**config.mk**
```make
export PLATFORM = sky130hd
export DESIGN_NAME = itrans_fault_unit
export DESIGN_NICKNAME = d
export VERILOG_FILES = /design/src/rtl/itfu_pkg.sv /design/src/rtl/itfu_classify.sv /design/src/rtl/itfu_fault_regs.sv /design/src/rtl/itrans_fault_unit.sv
export SDC_FILE = /design/constraint.sdc
export NUM_CORES = 1
export LEC_CHECK = 0
export BUFFER_PORTS_ARGS = -buffer_cell sky130_fd_sc_hd__buf_4
export CAP_MARGIN = 0
export CELL_PAD_IN_SITES_DETAIL_PLACEMENT = 2
export CELL_PAD_IN_SITES_GLOBAL_PLACEMENT = 2
export CORE_ASPECT_RATIO = 1.1
export CORE_MARGIN = 2
export CORE_UTILIZATION = 25
export CTS_CLUSTER_DIAMETER = 80
export DETAILED_ROUTE_END_ITERATION = 16
export PLACE_DENSITY = 0.89
export SYNTH_ARGS = -nofsm -noshare
export SYNTH_HDL_FRONTEND = slang
export SYNTH_SLANG_ARGS = --single-unit
export TNS_END_PERCENT = 30
```
**constraint.sdc**
```tcl
create_clock -name clk -period 2.2 [get_ports clk]
set_clock_uncertainty 0.2 [all_clocks]
set_input_delay 0.44 -clock clk [delete_from_list [all_inputs] [get_ports clk]]
set_output_delay 0.44 -clock clk [all_outputs]
set_load 0.01 [all_outputs]
```
**src/rtl/itfu_pkg.sv**
```systemverilog
package itfu_pkg;

  typedef enum logic [1:0] {
    FC_NONE = 2'd0,
    FC_MISS = 2'd1,
    FC_RSVD = 2'd2,
    FC_ACV  = 2'd3
  } fault_cls_e;

endpackage

```
**src/rtl/itfu_classify.sv**
```systemverilog
module itfu_classify
  import itfu_pkg::*;
#(
  parameter int VA_W       = 64,
  parameter int VA_IMPL    = 43,
  parameter int PA_W       = 44,
  parameter int PAGE_SHIFT = 13,
  parameter int MODE_W     = 2
) (
  input  logic [VA_W-1:0]             pc,
  input  logic                        hit,
  input  logic [(1<<MODE_W)-1:0]      perm,
  input  logic [PA_W-PAGE_SHIFT-1:0]  pfn,
  input  logic [MODE_W-1:0]           mode,
  output fault_cls_e                  cls,
  output logic [PA_W-1:0]             pa
);

  localparam int EXT_W = VA_W - VA_IMPL + 1;

  logic [EXT_W-1:0] ext_bits;
  logic             addr_ok;
  logic             in_super;
  logic             is_kernel;
  logic             mode_ok;
  logic [PA_W-1:0]  pa_super;
  logic [PA_W-1:0]  pa_mapped;

  assign ext_bits  = pc[VA_W-1:VA_IMPL-1];
  assign addr_ok   = (&ext_bits) | ~(|ext_bits);
  assign in_super  = (pc[VA_IMPL-1:VA_IMPL-2] == 2'b10);
  assign is_kernel = (mode == '0);
  assign mode_ok   = perm[mode];
  assign pa_super  = pc[PA_W-1:0];
  assign pa_mapped = {pfn, pc[PAGE_SHIFT-1:0]};

  // Fixed priority: bad address, superpage outside kernel, miss, permission.
  always_comb begin
    cls = FC_NONE;
    pa  = '0;
    if (!addr_ok) begin
      cls = FC_ACV;
    end else if (in_super) begin
      if (is_kernel) pa  = pa_super;
      else           cls = FC_ACV;
    end else if (!hit) begin
      cls = FC_MISS;
    end else if (!mode_ok) begin
      cls = FC_ACV;
    end else begin
      pa = pa_mapped;
    end
  end

  // The classifier never produces the reserved code.
  always_comb begin
    p_no_rsvd_r4: assert (cls != FC_RSVD);
  end

endmodule

```
**src/rtl/itfu_fault_regs.sv**
```systemverilog
module itfu_fault_regs #(
  parameter int VA_W       = 64,
  parameter int VA_IMPL    = 43,
  parameter int PAGE_SHIFT = 13,
  parameter int REG_W      = 64
) (
  input  logic             clk,
  input  logic             rst,
  input  logic             wr_en,
  input  logic [VA_W-1:0]  pc,
  input  logic [REG_W-1:0] base,
  output logic [REG_W-1:0] tag_q,
  output logic [REG_W-1:0] form_q
);

  localparam int VPN_W = VA_IMPL - PAGE_SHIFT;

  logic [VPN_W-1:0] vpn;
  logic [REG_W-1:0] vpn_field;

  assign vpn       = pc[VA_IMPL-1:PAGE_SHIFT];
  assign vpn_field = REG_W'({vpn, 3'b000});

  always_ff @(posedge clk) begin
    if (rst) begin
      tag_q  <= '0;
      form_q <= '0;
    end else if (wr_en) begin
      tag_q  <= REG_W'(pc);
      form_q <= base | vpn_field;
    end
  end

  p_tag_load_r7: assert property (@(posedge clk) disable iff (rst)
    $past(wr_en && !rst) |-> (tag_q == REG_W'($past(pc))));

  p_form_load_r7: assert property (@(posedge clk) disable iff (rst)
    $past(wr_en && !rst) |->
      (form_q[2:0] == $past(base[2:0])) &&
      (form_q[PAGE_SHIFT+2:3] == ($past(base[PAGE_SHIFT+2:3]) | $past(pc[PAGE_SHIFT+PAGE_SHIFT-1:PAGE_SHIFT]))));

  p_hold_r8: assert property (@(posedge clk) disable iff (rst)
    !$past(wr_en) |-> ($stable(tag_q) && $stable(form_q)));

endmodule

```
**src/rtl/itrans_fault_unit.sv**
```systemverilog
module itrans_fault_unit
  import itfu_pkg::*;
#(
  parameter int          VA_W       = 64,
  parameter int          VA_IMPL    = 43,
  parameter int          PA_W       = 44,
  parameter int          PAGE_SHIFT = 13,
  parameter int          MODE_W     = 2,
  parameter int          VEC_W      = 16,
  parameter logic [15:0] VEC_MISS   = 16'h0181,
  parameter logic [15:0] VEC_ACV    = 16'h0081
) (
  input  logic                         clk,
  input  logic                         rst,
  input  logic                         req_valid,
  input  logic [VA_W-1:0]              fetch_pc,
  input  logic                         spec_path,
  input  logic [MODE_W-1:0]            cur_mode,
  input  logic                         lkup_hit,
  input  logic [(1<<MODE_W)-1:0]       lkup_perm,
  input  logic [PA_W-PAGE_SHIFT-1:0]   lkup_pfn,
  input  logic [VA_W-1:0]              ipt_base,
  output logic                         out_valid,
  output logic [PA_W-1:0]              phys_addr,
  output logic [1:0]                   fault_class,
  output logic [VEC_W-1:0]             fault_vec,
  output logic [VA_W-1:0]              fault_tag,
  output logic [VA_W-1:0]              fault_form
);

  fault_cls_e       cls_c;
  logic [PA_W-1:0]  pa_c;
  logic [VEC_W-1:0] vec_c;
  logic             log_fault;

  itfu_classify #(
    .VA_W(VA_W), .VA_IMPL(VA_IMPL), .PA_W(PA_W),
    .PAGE_SHIFT(PAGE_SHIFT), .MODE_W(MODE_W)
  ) u_classify (
    .pc(fetch_pc), .hit(lkup_hit), .perm(lkup_perm), .pfn(lkup_pfn),
    .mode(cur_mode), .cls(cls_c), .pa(pa_c)
  );

  always_comb begin
    unique case (cls_c)
      FC_MISS: vec_c = VEC_W'(VEC_MISS);
      FC_ACV:  vec_c = VEC_W'(VEC_ACV);
      default: vec_c = '0;
    endcase
  end

  assign log_fault = req_valid && (cls_c != FC_NONE) && !spec_path;

  itfu_fault_regs #(
    .VA_W(VA_W), .VA_IMPL(VA_IMPL), .PAGE_SHIFT(PAGE_SHIFT), .REG_W(VA_W)
  ) u_fregs (
    .clk(clk), .rst(rst), .wr_en(log_fault), .pc(fetch_pc),
    .base(ipt_base), .tag_q(fault_tag), .form_q(fault_form)
  );

  always_ff @(posedge clk) begin
    if (rst) begin
      out_valid   <= 1'b0;
      phys_addr   <= '0;
      fault_class <= '0;
      fault_vec   <= '0;
    end else begin
      out_valid <= req_valid;
      if (req_valid) begin
        phys_addr   <= pa_c;
        fault_class <= cls_c;
        fault_vec   <= vec_c;
      end
    end
  end

  // Independent re-derivation of the address checks from the ports.
  p_bad_va_r1: assert property (@(posedge clk) disable iff (rst)
    out_valid && $past(!((&fetch_pc[VA_W-1:VA_IMPL-1]) || !(|fetch_pc[VA_W-1:VA_IMPL-1])))
      |-> (fault_class == 2'd3));

  p_super_user_r2: assert property (@(posedge clk) disable iff (rst)
    out_valid && $past((&fetch_pc[VA_W-1:VA_IMPL-1]) && (fetch_pc[VA_IMPL-2] == 1'b0) && (cur_mode != '0))
      |-> (fault_class == 2'd3));

  p_miss_vec_r4: assert property (@(posedge clk) disable iff (rst)
    (fault_class == 2'd1) |-> (fault_vec == VEC_W'(VEC_MISS)));

  p_clean_r6: assert property (@(posedge clk) disable iff (rst)
    (fault_class == 2'd0) |-> (fault_vec == '0));

  p_fault_pa_r6: assert property (@(posedge clk) disable iff (rst)
    (fault_class != 2'd0) |-> (phys_addr == '0));

  p_idle_r9: assert property (@(posedge clk) disable iff (rst)
    !$past(req_valid) |-> !out_valid);

  p_idle_hold_r9: assert property (@(posedge clk) disable iff (rst)
    $past(!req_valid && !rst) |-> ($stable(phys_addr) && $stable(fault_class) && $stable(fault_vec)));

endmodule

```
== Word-level counts from Yosys, hierarchy flattened ==
Cells that the tools add are included.

* Divide/modulo/power cells: 0
* Muxes and demuxes: 13
* Bitwise gates (word level): 3
* Equal/unequal tests: 3
* Shifts and indexed selects: 0
* Reductions and logical operators: 7
* Order comparisons: 1
* Add/sub/neg operators: 0
* Multiply operators: 0

{| class="wikitable"
|+ Operator list
! operator !! number
|-
| 2-to-1 mux 44 bit || 5
|-
| bitwise OR 64 x 33 -> 64 bit || 1
|-
| AND reduction 22 bit || 1
|-
| OR reduction 22 bit || 1
|-
| case mux 9 bit (2 select lines) || 1
|-
| 2-to-1 mux 2 bit || 5
|-
| equality test 2 bit (second input constant) || 2
|-
| less-than comparator 2 x 3 -> 1 bit (second input constant) || 1
|-
| binary-select mux 1 bit (select 2 bit) || 1
|-
| equality test 2 x 1 -> 1 bit (second input constant) || 1
|-
| logical AND 1 bit || 2
|-
| zero test 2 bit || 1
|-
| nonzero test 2 bit || 1
|-
| zero test 1 bit || 1
|-
| 2-to-1 mux 1 bit || 1
|-
| inverter 1 bit || 1
|-
| bitwise OR 1 bit || 1
|}

* Memories: 0
* Register bits after elaboration: 191
* Word-level logic and storage cells: 33
* Input port bits: 170
* RAM bits: 0
* Bits in read-only memories: 0
* Output and inout bits: 191
* Bits in latches: 0

== Logic depth before layout (Yosys ltp) ==
Gate-level depths: netlist of run 1.

* Depth after elaboration: 9
* Mapped depth: 8
* Depth with buffers taken out: 5

== By module ==
Synthesis of run 1 repeated with hierarchy kept, for this count alone.

* Cell total of the unflattened synthesis: 784
* Area total of the unflattened synthesis: 7761.2 um2

{| class="wikitable"
|+ By module, submodules not included
! module !! area each (um2) !! cells each !! instances !! sequential area each (um2)
|-
| itfu_fault_regs || 4675.7 || 446 || 1 || 2562.5
|-
| itrans_fault_unit || 1879.3 || 176 || 1 || 980.9
|-
| itfu_classify || 1206.2 || 162 || 1 || 0.0
|}

== Least setup slack after synthesis of run 1 ==
No wires, ideal clock.

* Kind: input to register
* Start: in cur_mode[0]
* End: reg u_fregs.form_q[19]
* Path slack: -0.213 ns
* Required time: 1.871 ns
* Buffers on the path: 2
* Stages: 7
* Arrival: 2.084 ns
* Library setup time: 0.129 ns
* Cell sequence: mux4_2 -> a21oi_2 -> clkbuf_1 -> buf_1 -> nor3b_1 -> o21ai_0 -> o211ai_1

* Word-level cells in the longest chain between the ends: 9
* Elaborated cells between the ends (all ways): 11
* Those cells by class: mux (7); reduce/logical (4)

{| class="wikitable"
|+ RTL lines
! element !! RTL line !! text
|-
| from (decl) || itrans_fault_unit.sv:18 || <nowiki>input logic [MODE_W-1:0] cur_mode,</nowiki>
|-
| binary-select mux 1 bit (select 2 bit) || itfu_classify.sv:33 || <nowiki>assign mode_ok = perm[mode];</nowiki>
|-
| 2-to-1 mux 1 bit (implied by the code) || itfu_classify.sv:33 ||
|-
| 2-to-1 mux 2 bit || itfu_classify.sv:48 || <nowiki>end else if (!mode_ok) begin</nowiki>
|-
| 2-to-1 mux 2 bit || itfu_classify.sv:46 || <nowiki>end else if (!hit) begin</nowiki>
|-
| 2-to-1 mux 2 bit * || itfu_classify.sv:43 || <nowiki>end else if (in_super) begin</nowiki>
|-
| 2-to-1 mux 2 bit * || itfu_classify.sv:41 || <nowiki>if (!addr_ok) begin</nowiki>
|-
| nonzero test 2 bit * || itrans_fault_unit.sv:52 || <nowiki>assign log_fault = req_valid && (cls_c != FC_NONE) && !spec_path;</nowiki>
|-
| logical AND 1 bit * (2 in series) || itrans_fault_unit.sv:52 ||
|-
| to (signal assigned) || itfu_fault_regs.sv:30 || <nowiki>form_q <= base | vpn_field;</nowiki>
|-
| to (decl) || itfu_fault_regs.sv:13 || <nowiki>output logic [REG_W-1:0] form_q</nowiki>
|}

Mark *: on every way between the ends. The rest lies on a longest branch, timed or not. The select of a mux whose other input is x is not followed.
A chain may end at the register's enable or synchronous reset.

== Final worst setup path of run 1 ==
* Start: in fetch_pc[46]
* End: reg u_fregs.form_q[27]

* Word-level cells in the longest chain between the ends: 7
* Elaborated cells between the ends (all ways): 8
* Those cells by class: mux (1); bitwise (2); reduce/logical (5)

{| class="wikitable"
|+ RTL lines
! element !! RTL line !! text
|-
| from (decl) || itrans_fault_unit.sv:16 || <nowiki>input logic [VA_W-1:0] fetch_pc,</nowiki>
|-
| OR reduction 22 bit || itfu_classify.sv:30 || <nowiki>assign addr_ok = (&ext_bits) | ~(|ext_bits);</nowiki>
|-
| inverter 1 bit || itfu_classify.sv:30 ||
|-
| bitwise OR 1 bit * || itfu_classify.sv:30 ||
|-
| 2-to-1 mux 2 bit * || itfu_classify.sv:41 ||
|-
| nonzero test 2 bit * || itrans_fault_unit.sv:52 ||
|-
| logical AND 1 bit * (2 in series) || itrans_fault_unit.sv:52 ||
|}

Mark *: on every way between the ends. The rest lies on a longest branch, timed or not.

==> results of run 1 <==
flip-flops by register name (all words and copies together), names as in the netlist:
| register | flops |
|---|---|
| u_fregs.tag_q | 64 |
| u_fregs.form_q | 64 |
| fault_class | 1 |
| out_valid | 1 |
| phys_addr | 44 |
| fault_vec | 2 |
kinds of logic after synthesis:
family,count (synthesis),synth area share
other,1,0.000407
flip-flops,176,0.383
AND/OR/NAND/NOR,420,0.257
multiplexers,31,0.0351
buffers and inverters,150,0.0701
AO/OA/AOI/OAI,339,0.254
report_power, final:
part / internal [uW] / switching [uW] / leakage (uW) / total (uW)
combinational: 785 / 875 / 0.00365 / 1660
clock: 1580 / 1490 / 0.000272 / 3060
sequential: 3370 / 126 / 0.00144 / 3490
worst paths after layout:
path | startpoint | endpoint | slack (ns)
setup / recovery | fetch_pc[46] | u_fregs.form_q[27] | -0.02
hold / removal | fetch_pc[11] | phys_addr[11] | 0.03
setup reg to reg | u_fregs.form_q[30] | u_fregs.form_q[30] | 0.98
hold reg to reg | phys_addr[16] | phys_addr[16] | 0.27
synthesized netlist by cell type, drive strengths merged, types with 37 or more instances:
master,number,area share
buf,48,0.029
nor2,106,0.044
nand2,37,0.015
clkbuf,100,0.041
dfxtp,176,0.38
a31oi,96,0.065
nand2b,99,0.067
o311ai,96,0.091
o21ai,91,0.049
nand4,105,0.071
worst max-delay path: stages:
cell	delay [ns]
buf_6	0.09
or4_4	0.52
or4_4	0.57
buf_6	0.16
a21oi_4	0.14
buf_12	0.14
clkbuf_16	0.17
o211ai_1	0.09
repair_timing:
item,4_1_cts,5_1_grt
setup endpoints to repair,28,147
gates resized for setup,13,51
buffers inserted,0,2
hold endpoints to repair,1,0
gates cloned,0,2
pin swaps,0,30
hold buffers,1,0
layer usage:
layer  up-vias  share of wire  track usage
li1       4892              -            -
met4         0          0.035       0.0995
met1      5377           0.40        0.261
met3        70          0.046       0.0409
met5         -              0            0
met2       329           0.51        0.414
layout make-up:
type | instances | area [sq um]
Tap cell | 487 | 609
Antenna cell | 3 | 7.51
Multi-Input combinational cell | 803 | 5230
Inverter | 2 | 7.51
Clock inverter | 14 | 130
Sequential cell | 176 | 3520
Clock buffer | 18 | 429
Fill cell | 4093 | 22700
Timing Repair Buffer | 430 | 3590
stage by stage:
| stage | setup TNS (ns) | utilization | worst slack, ns | instance area (sq um) |
|---|---|---|---|---|
| detailed placement | -77.27 | 0.352 | -0.640 | 12800 |
| floorplan | -26.65 | - | -0.201 | 9280 |
| global route | -4.17 | 0.373 | -0.0958 | 13500 |
| CTS | -0.0000224 | 0.369 | -0.0000224 | 13400 |
| global placement | -63.81 | 0.352 | -0.438 | 12800 |
| finish | -0.101 | 0.373 | -0.0163 | 13500 |
==> summary.md, run 1 <==
| Metric | Value |
|---|---|
| Root buffer cell | clkbuf_16 |
| # DRC | 0 |
| Final Hold Viols | 0 |
| Clk pin slew, worst setup/hold paths | 0.07 ns |
| Area Overhead vs Synth | 47.0% |
| Routed Wire Length | between 40000 and 50000 um |
| Most common cell after layout, fill and taps aside | buf_4 |
| Cells after DPL | 1893 |
| Die width | 187 um |
| Worst hold path depth | 2 |
| Ys Warns | 0 |
| Post-synth EDFFs | 0 |
| Routed Antenna Nets | 0 |
| DPL Wire Length | 31800 um |
| Crit end category | flop |
| Core Area | ~0.036 sq mm |
| Die area | 0.0384 sq mm |
| Clk_lat worst skew | 0.44 ns |
| Min setup slack post-route | -0.0163 ns |
| Rows | 73 |
| I/O pins | 361 |
| Final setup violating endpoints | 14 |
| Share of layout cells above drive strength 1 | 0.335 |
| Gr usage total | 0.227 |
| Max IR drop VDD | slightly above 500 uV |
| H-tree levels | 4 |
| Vias | about 11000 |
| Number of CTS-inserted buffers | 17 |
| CP Max Fanout | 14 |
| TritonRoute pass-1 iters | 4 |
| FFs w/ async S/R, synth | 0 |
| Final nets | 1600 |
| Initial antenna violation count | 2 |
| Grt total ovfl | 0 |
| Finished Layout Cells | 1933 |
| CTS tree | done |
| Cell count after synthesis | 1117 |
| Slew Limit Fails | 0 |
| DR WL/cell | 23.3 um |
| PortBufs | between 300 and 400 |
| Vias per std cell | 5.52 |
| Syn Area/Cell | between 8 and 9 sq um |
| Cell variety after synth | 37 |
| Post-route clock period utilization | 1.01 |
| Max Cap Violations | 0 |
| Gpl congestion | between 0.7 and 0.8 |
| Most used DFF post-synth | dfxtp_1 |
| Starting Density | 0.254 |
| Pleak | between 0.005 and 0.006 uW |
| Power Density | 607 mW/mm^2 |
| Crit path DAT | between 2 and 2.5 ns |
| Vias in the first global route | 11800 |
| RSZ-0062 raised after global routing | true |
| CP Launch Type | primary input |
| Status | complete, but fails checks |
| Iter 0 DRT Violations | 624 |
| Most frequent cells in the layout | buf_4, dfxtp_1, nand4_1, nor2_1, nand2b_1 |
| Total chip power | 8220 uW |
| Min Hold Slack | 0.0344 ns |
| Synthesized cell area | 0.00920 sq mm |
| Violated checks | negative setup slack |
| Clock Sinks | about 180 |
| Chip height | 205 um |
| Tightest Hold Check Type | in2reg |
| Seq/Total Area, Yosys | 0.383 |
| Max Clk Rate | between 400 and 500 MHz |
| Max Root-Sink Buffers | 2 |
| Tmin final | 2.22 ns |
| Global-route wire length before repair | 68800 um |
| Post-synthesis register bit count | 176 |
| Crit Path Class | in2reg |
| Req. time, crit path | roughly 2.3 ns |
| Largest net degree at the start of global routing | 72 |
| FF-to-FF path depth | 3 |
No activity file was read; power rests on OpenSTA's default activity.
==> run 2, diff against run 1 <==
==> constraint.sdc (replaced) <==
create_clock -name clk -period 2.2 [get_ports clk]
set_clock_uncertainty 0.2 [all_clocks]
set_input_delay 0.33 -clock clk [delete_from_list [all_inputs] [get_ports clk]]
set_output_delay 0.33 -clock clk [all_outputs]
set_load 0.01 [all_outputs]
==> summary.md, run 2 (same netlist as run 1, synthesis figures left out) <==
| Metric | Value |
|---|---|
| CTS tree | done (unchanged) |
| Crit path DAT | 2.31 ns (was 2.34 ns) |
| Largest regs | u_fregs.form_q: 64 flops, u_fregs.tag_q: 64 flops, phys_addr: 44 flops (unchanged) |
| Register Area | 0.00352 sq mm (unchanged) |
| Filler cells | 3946 (was 4093) |
| Starting Density | 0.254 (unchanged) |
| Gr usage total | 0.268 (was 0.227) |
| Clk pin slew, worst setup/hold paths | 0.08 ns (was 0.07 ns) |
| H-tree levels | 4 (unchanged) |
| DR WL/cell | 26.2 um (was 23.3 um) |
| Violated checks | negative hold slack, negative setup slack (was negative setup slack) |
| Routed Wire Length | 53400 um (was 45100 um) |
| Most used cell, CP | or4_4 |
| Vias in the first global route | 13000 (was 11800) |
| Fin util | 0.402 (was 0.373) |
| Largest net degree at the start of global routing | 93 (was 72) |
| Global-route wire length before repair | 80100 um (was 68800 um) |
| Max Cap Violations | 0 (unchanged) |
| Core Area | 0.0363 sq mm (unchanged) |
| Area Overhead vs Synth | 58.4% (was 47.0%) |
| Most frequent cells in the layout | buf_4, dfxtp_1, dlygate4sd3_1, nand4_1, nor2_1 (was buf_4, dfxtp_1, nand4_1, nor2_1, nand2b_1) |
| TritonRoute pass-1 iters | 5 (was 4) |
| Fin Setup TNS | -0.0688 ns (was -0.101 ns) |
| Slew @ Worst Pin | 0.561 ns |
| PortBufs | 347 (unchanged) |
| Max incr delay on CP | 0.57 ns (about the same) |
| Clock Sinks | 176 (unchanged) |
| Status | complete, but fails checks (unchanged) |
| Gpl congestion | 0.823 (was 0.775) |
| Grt total ovfl | 0 (unchanged) |
| Finished Layout Cells | 2041 (was 1933) |
| Most common cell after layout, fill and taps aside | buf_4 (unchanged) |
| Number of CTS-inserted buffers | 17 (unchanged) |
| CP Launch Type | primary input (unchanged) |
| Chip height | 205 um (unchanged) |
| Min Hold Slack | -0.00292 ns (was 0.0344 ns) |
| Post-route clock period utilization | 1.02 (was 1.01) |
| Final nets | 1710 (was 1600) |
| Req. time, crit path | 2.28 ns (was 2.32 ns) |
| Min setup slack post-route | -0.0346 ns (was -0.0163 ns) |
| DPL Wire Length | 32200 um (was 31800 um) |
| # DRC | 0 (unchanged) |
| I/O pins | 361 (unchanged) |
| Final Hold Viols | 1 (was 0) |
| Crit end category | flop (unchanged) |
| Tightest Hold Check Type | in2reg (unchanged) |
| Die area | 0.0384 sq mm (unchanged) |
| Max Root-Sink Buffers | 2 (unchanged) |
| Root buffer cell | clkbuf_16 (unchanged) |
| Slew HR | 0.625 |
| Max Clk Rate | 448 MHz (was 451 MHz) |
| Routed Antenna Nets | 0 (unchanged) |
| Slew Limit Fails | 0 (unchanged) |
| CP Max Fanout | 76 (was 14) |
| Max IR drop VDD | 501 uV (was 511 uV) |
| CP max-delay cell | or4_4 (unchanged) |
| Cell Chain, Critical Path | buf_4 > or4_4 > or4_4 > buf_12 > nand4_1 > o311ai_1 (was buf_6 > or4_4 > or4_4 > buf_6 > a21oi_4 > buf_12 > clkbuf_16 > o211ai_1) |
| Power Density | 600 mW/mm^2 (was 607 mW/mm^2) |
| Crit Path Class | in2reg (unchanged) |
| Final setup violating endpoints | 3 (was 14) |
| Die width | 187 um (unchanged) |
| Rows | 73 (unchanged) |
| Area occupied by multi-input gates | 0.00519 sq mm (was 0.00523 sq mm) |
| Pleak | 0.00580 uW (was 0.00537 uW) |
| Iter 0 DRT Violations | 585 (was 624) |
| Share of layout cells above drive strength 1 | 0.308 (was 0.335) |
| Clk_lat worst skew | 0.43 ns (was 0.44 ns) |
| Tmin final | 2.23 ns (was 2.22 ns) |
| Initial antenna violation count | 2 (unchanged) |
| Vias per std cell | 5.59 (was 5.52) |
| Cells after DPL | 1892 (was 1893) |
| Vias | 11400 (was 10700) |
[run 2: what timing repair did]
action | 4_1_cts | 5_1_grt
buffers inserted | 0 | 2
pin swaps | 0 | 2
gates resized for setup | 3 | 36
endpoints found under the hold margin | 121 | 1
setup endpoints to repair | 3 | 163
hold buffers | 111 | 1
cloned | 0 | 2
[run 2: where the power goes]
group	leakage, uW	total, uW	internal, uW	switching [uW]
Sequential	0.00144	3500	3370	138
Clock	0.000306	3380	1850	1530
Combinational	0.00405	1860	895	969
[run 2: cell type report]
| cell class | count | area share |
|---|---|---|
| Timing Repair Buffer | 540 | 0.318 |
| Clock inverter | 13 | 0.0120 |
| Clock buffer | 18 | 0.0301 |
| Tap cell | 487 | 0.0418 |
| Multi-Input combinational cell | 803 | 0.356 |
| Sequential cell | 176 | 0.242 |
| Inverter | 2 | 0.000515 |
| Antenna cell | 2 | 0.000343 |
[run 2: metrics by stage]
| stage | cell area, sq um | setup WS, ns | power (uW) |
|---|---|---|---|
| 2_1_floorplan | 9280 | -0.0910 | 4210 |
| 3_3_place_gp | 12700 | -0.353 | 5070 |
| 3_5_place_dp | 12700 | -0.542 | 5170 |
| 4_1_cts | 14500 | 0.0120 | 8700 |
| 5_1_grt | 14600 | -0.0750 | 9070 |
| 6_report | 14600 | -0.0346 | 8750 |
[run 2: worst max-delay path, delay by kind of cell]
family	cells	cell delay [ns]
buf+inv	2	0.35
compound gates	1	0.18
simple gates	3	1.34
[run 2: worst paths after layout]
path | from | endpoint | slack, ns | cells past startpoint
setup reg to reg | u_fregs.tag_q[55] | u_fregs.tag_q[55] | 0.89 | 4
setup / recovery | fetch_pc[46] | u_fregs.form_q[47] | -0.03 | 6
hold reg to reg | phys_addr[26] | phys_addr[26] | 0.27 | 2
hold / removal | lkup_pfn[11] | phys_addr[24] | -0.003 | 3
[run 2: layer usage]
| layer | track usage | wire, um | vias to the layer above |
|---|---|---|---|
| met1 | 0.281 | 20000 | 5769 |
| met2 | 0.507 | 28400 | 414 |
| met4 | 0.137 | 2620 | 0 |
| met3 | 0.0542 | 2430 | 132 |
| met5 | 0 | 0 | - |
| li1 | - | - | 5100 |
==> run 3, diff against run 2 <==
TNS_END_PERCENT = 1   (was 30)
==> summary.md, run 3 (same netlist as run 1, synthesis figures left out) <==
| Metric | Value |
|---|---|
| Chip height | 205 um (unchanged) |
| Gr usage total | 0.273 (was 0.268) |
| Fin Setup TNS | -0.00495 ns (was -0.0688 ns) |
| Clk pin slew, worst setup/hold paths | 0.08 ns (about the same) |
| Max Root-Sink Buffers | 2 (unchanged) |
| Rows | 73 (unchanged) |
| Core Area | 0.0363 sq mm (unchanged) |
| Clk_lat worst skew | 0.44 ns (was 0.43 ns) |
| Routed Wire Length | 53300 um (was 53400 um) |
| CP Launch Point | fetch_pc[46] (unchanged) |
| Gpl congestion | 0.789 (was 0.823) |
| Cells after DPL | 1899 (was 1892) |
| DPL Wire Length | 32100 um (was 32200 um) |
| Max Clk Rate | 454 MHz (was 448 MHz) |
| Max incr delay on CP | 0.58 ns (was 0.57 ns) |
| Reg2Reg Capture Point | u_fregs.form_q[47] (was u_fregs.tag_q[55]) |
| R2r setup slk | 0.92 ns (was 0.89 ns) |
| Vias in the first global route | 13100 (was 13000) |
| Iter 0 DRT Violations | 565 (was 585) |
| Vias | 11500 (was 11400) |
| Most common cell after layout, fill and taps aside | buf_4 (unchanged) |
| Most used cell, CP | or4_4 (unchanged) |
| Vias per std cell | 5.60 (was 5.59) |
| Tmin final | 2.20 ns (was 2.23 ns) |
| TritonRoute pass-1 iters | 5 (unchanged) |
| Routed Antenna Nets | 0 (unchanged) |
| CP Launch Type | primary input (unchanged) |
| Pleak | 0.00589 uW (was 0.00580 uW) |
| Req. time, crit path | 2.37 ns (was 2.28 ns) |
| Global-route wire length before repair | 81100 um (was 80100 um) |
| Crit path DAT | 2.37 ns (was 2.31 ns) |
| Tightest Hold Check Type | in2reg (unchanged) |
| Fin util | 0.409 (was 0.402) |
| Reg2reg start | u_fregs.form_q[47] (was u_fregs.tag_q[55]) |
| Grt total ovfl | 0 (unchanged) |
| Min setup slack post-route | -0.00401 ns (was -0.0346 ns) |
| Largest regs | u_fregs.form_q: 64 flops, u_fregs.tag_q: 64 flops, phys_addr: 44 flops (unchanged) |
| Initial antenna violation count | 2 (unchanged) |
| Final Hold Viols | 0 (was 1) |
| Final setup violating endpoints | 2 (was 3) |
| Post-route clock period utilization | 1.00 (was 1.02) |
| Status | complete, but fails checks (unchanged) |
| Slew @ Worst Pin | 0.650 ns (was 0.561 ns) |
| Root buffer cell | clkbuf_16 (unchanged) |
| Share of layout cells above drive strength 1 | 0.316 (was 0.308) |
| Largest net degree at the start of global routing | 93 (unchanged) |
| CTS tree | done (unchanged) |
| Crit Path Class | in2reg (unchanged) |
| DR WL/cell | 25.9 um (was 26.2 um) |
| Dpl ws | -0.647 ns (was -0.542 ns) |
| Clock Sinks | 176 (unchanged) |
| FF-to-FF path depth | 4 (unchanged) |
| H-tree levels | 4 (unchanged) |
| Max Cap Violations | 0 (unchanged) |
| Most frequent cells in the layout | buf_4, dfxtp_1, dlygate4sd3_1, nand4_1, nor2_1 (unchanged) |
| RSZ-0062 raised after global routing | true |
| Finished Layout Cells | 2060 (was 2041) |
| Max IR drop VDD | 492 uV (was 501 uV) |
| Violated checks | negative setup slack (was negative hold slack, negative setup slack) |
| Cell Chain, Critical Path | buf_6 > or4_4 > or4_4 > a211o_4 > buf_12 > o21ai_2 (was buf_4 > or4_4 > or4_4 > buf_12 > nand4_1 > o311ai_1) |
| Area Overhead vs Synth | 60.9% (was 58.4%) |
| Starting Density | 0.254 (unchanged) |
| I/O pins | 361 (unchanged) |
| Power Density | 579 mW/mm^2 (was 600 mW/mm^2) |
| Min Hold Slack | 0.00231 ns (was -0.00292 ns) |
| CP Max Fanout | 29 (was 76) |
| Final nets | 1728 (was 1710) |
| Setup crit end | phys_addr[21] (was u_fregs.form_q[47]) |
| Crit end category | flop (unchanged) |
| Die area | 0.0384 sq mm (unchanged) |
| # DRC | 0 (unchanged) |
| PortBufs | 347 (unchanged) |
| Number of CTS-inserted buffers | 17 (unchanged) |
| CP max-delay cell | or4_4 (unchanged) |
| Die width | 187 um (unchanged) |
| Slew HR | 0.562 (was 0.625) |
| Slew Limit Fails | 0 (unchanged) |
==> run 3: cell count changes in the layout (fill, tap and decap cells not counted), sizes merged <==
cell / before / now
buf: 427 / 433
clkbuf: 19 / 20
bufinv: 3 / 1
bufbuf: 0 / 1
inv: 9 / 7
clkinv: 3 / 4
clkinvlp: 0 / 2
dlygate4sd3: 112 / 124
==> run 3: area by class of cell <==
cell class	instances	area (sq um)
clock inverters	12	125
well taps	487	609
repair buffers	558	4830
inverters	2	7.51
fillers	4021	21400
multi-input cells	803	5260
clock buffers	20	457
diodes	2	5.00
flip-flops and latches	176	3520
==> run 3: routing by layer <==
layer | GRT usage | vias to the layer above | part of all wire
met1 | 0.278 | 5775 | 0.37
met4 | 0.161 | 0 | 0.054
li1 | - | 5149 | -
met5 | 0 | - | 0
met2 | 0.515 | 458 | 0.53
met3 | 0.0559 | 152 | 0.048
==> run 3: how the worst min path moves through the flow <==
stage / start / to / cells past startpoint
detailed placement: phys_addr[13] / phys_addr[13] / 2
floorplan: req_valid / fault_vec[7] / 1
global route: ipt_base[19] / u_fregs.form_q[19] / 3
finish: ipt_base[19] / u_fregs.form_q[19] / 3
CTS: ipt_base[30] / u_fregs.form_q[30] / 3
global placement: phys_addr[36] / phys_addr[36] / 2
==> run 3: through the flow <==
step                area, sq um  power (uW)
global route              14800        8920
floorplan                  9250        4210
detailed placement        12800        5180
global placement          12800        5080
finish                    14800        8570
CTS                       14700        8550
==> run 3: critical path: cells and delay by family <==
family,cells,cell delay (ns)
AO/OA/AOI/OAI,2,0.60
AND/OR/NAND/NOR,2,1.13
buffers and inverters,2,0.29
==> run 3: what timing repair did <==
item,CTS,global route
hold buffers,124,0
endpoints found under the hold margin,130,0
endpoints found under the setup margin,68,127
gates cloned,1,0
setup buffers,3,0
pin swaps,2,16
gates resized for setup,12,48
==> run 3: report_power, final <==
part           total, uW  internal, uW  switching, uW
combinational       1900           920            977
clock               3170          1650           1520
sequential          3500          3370            137
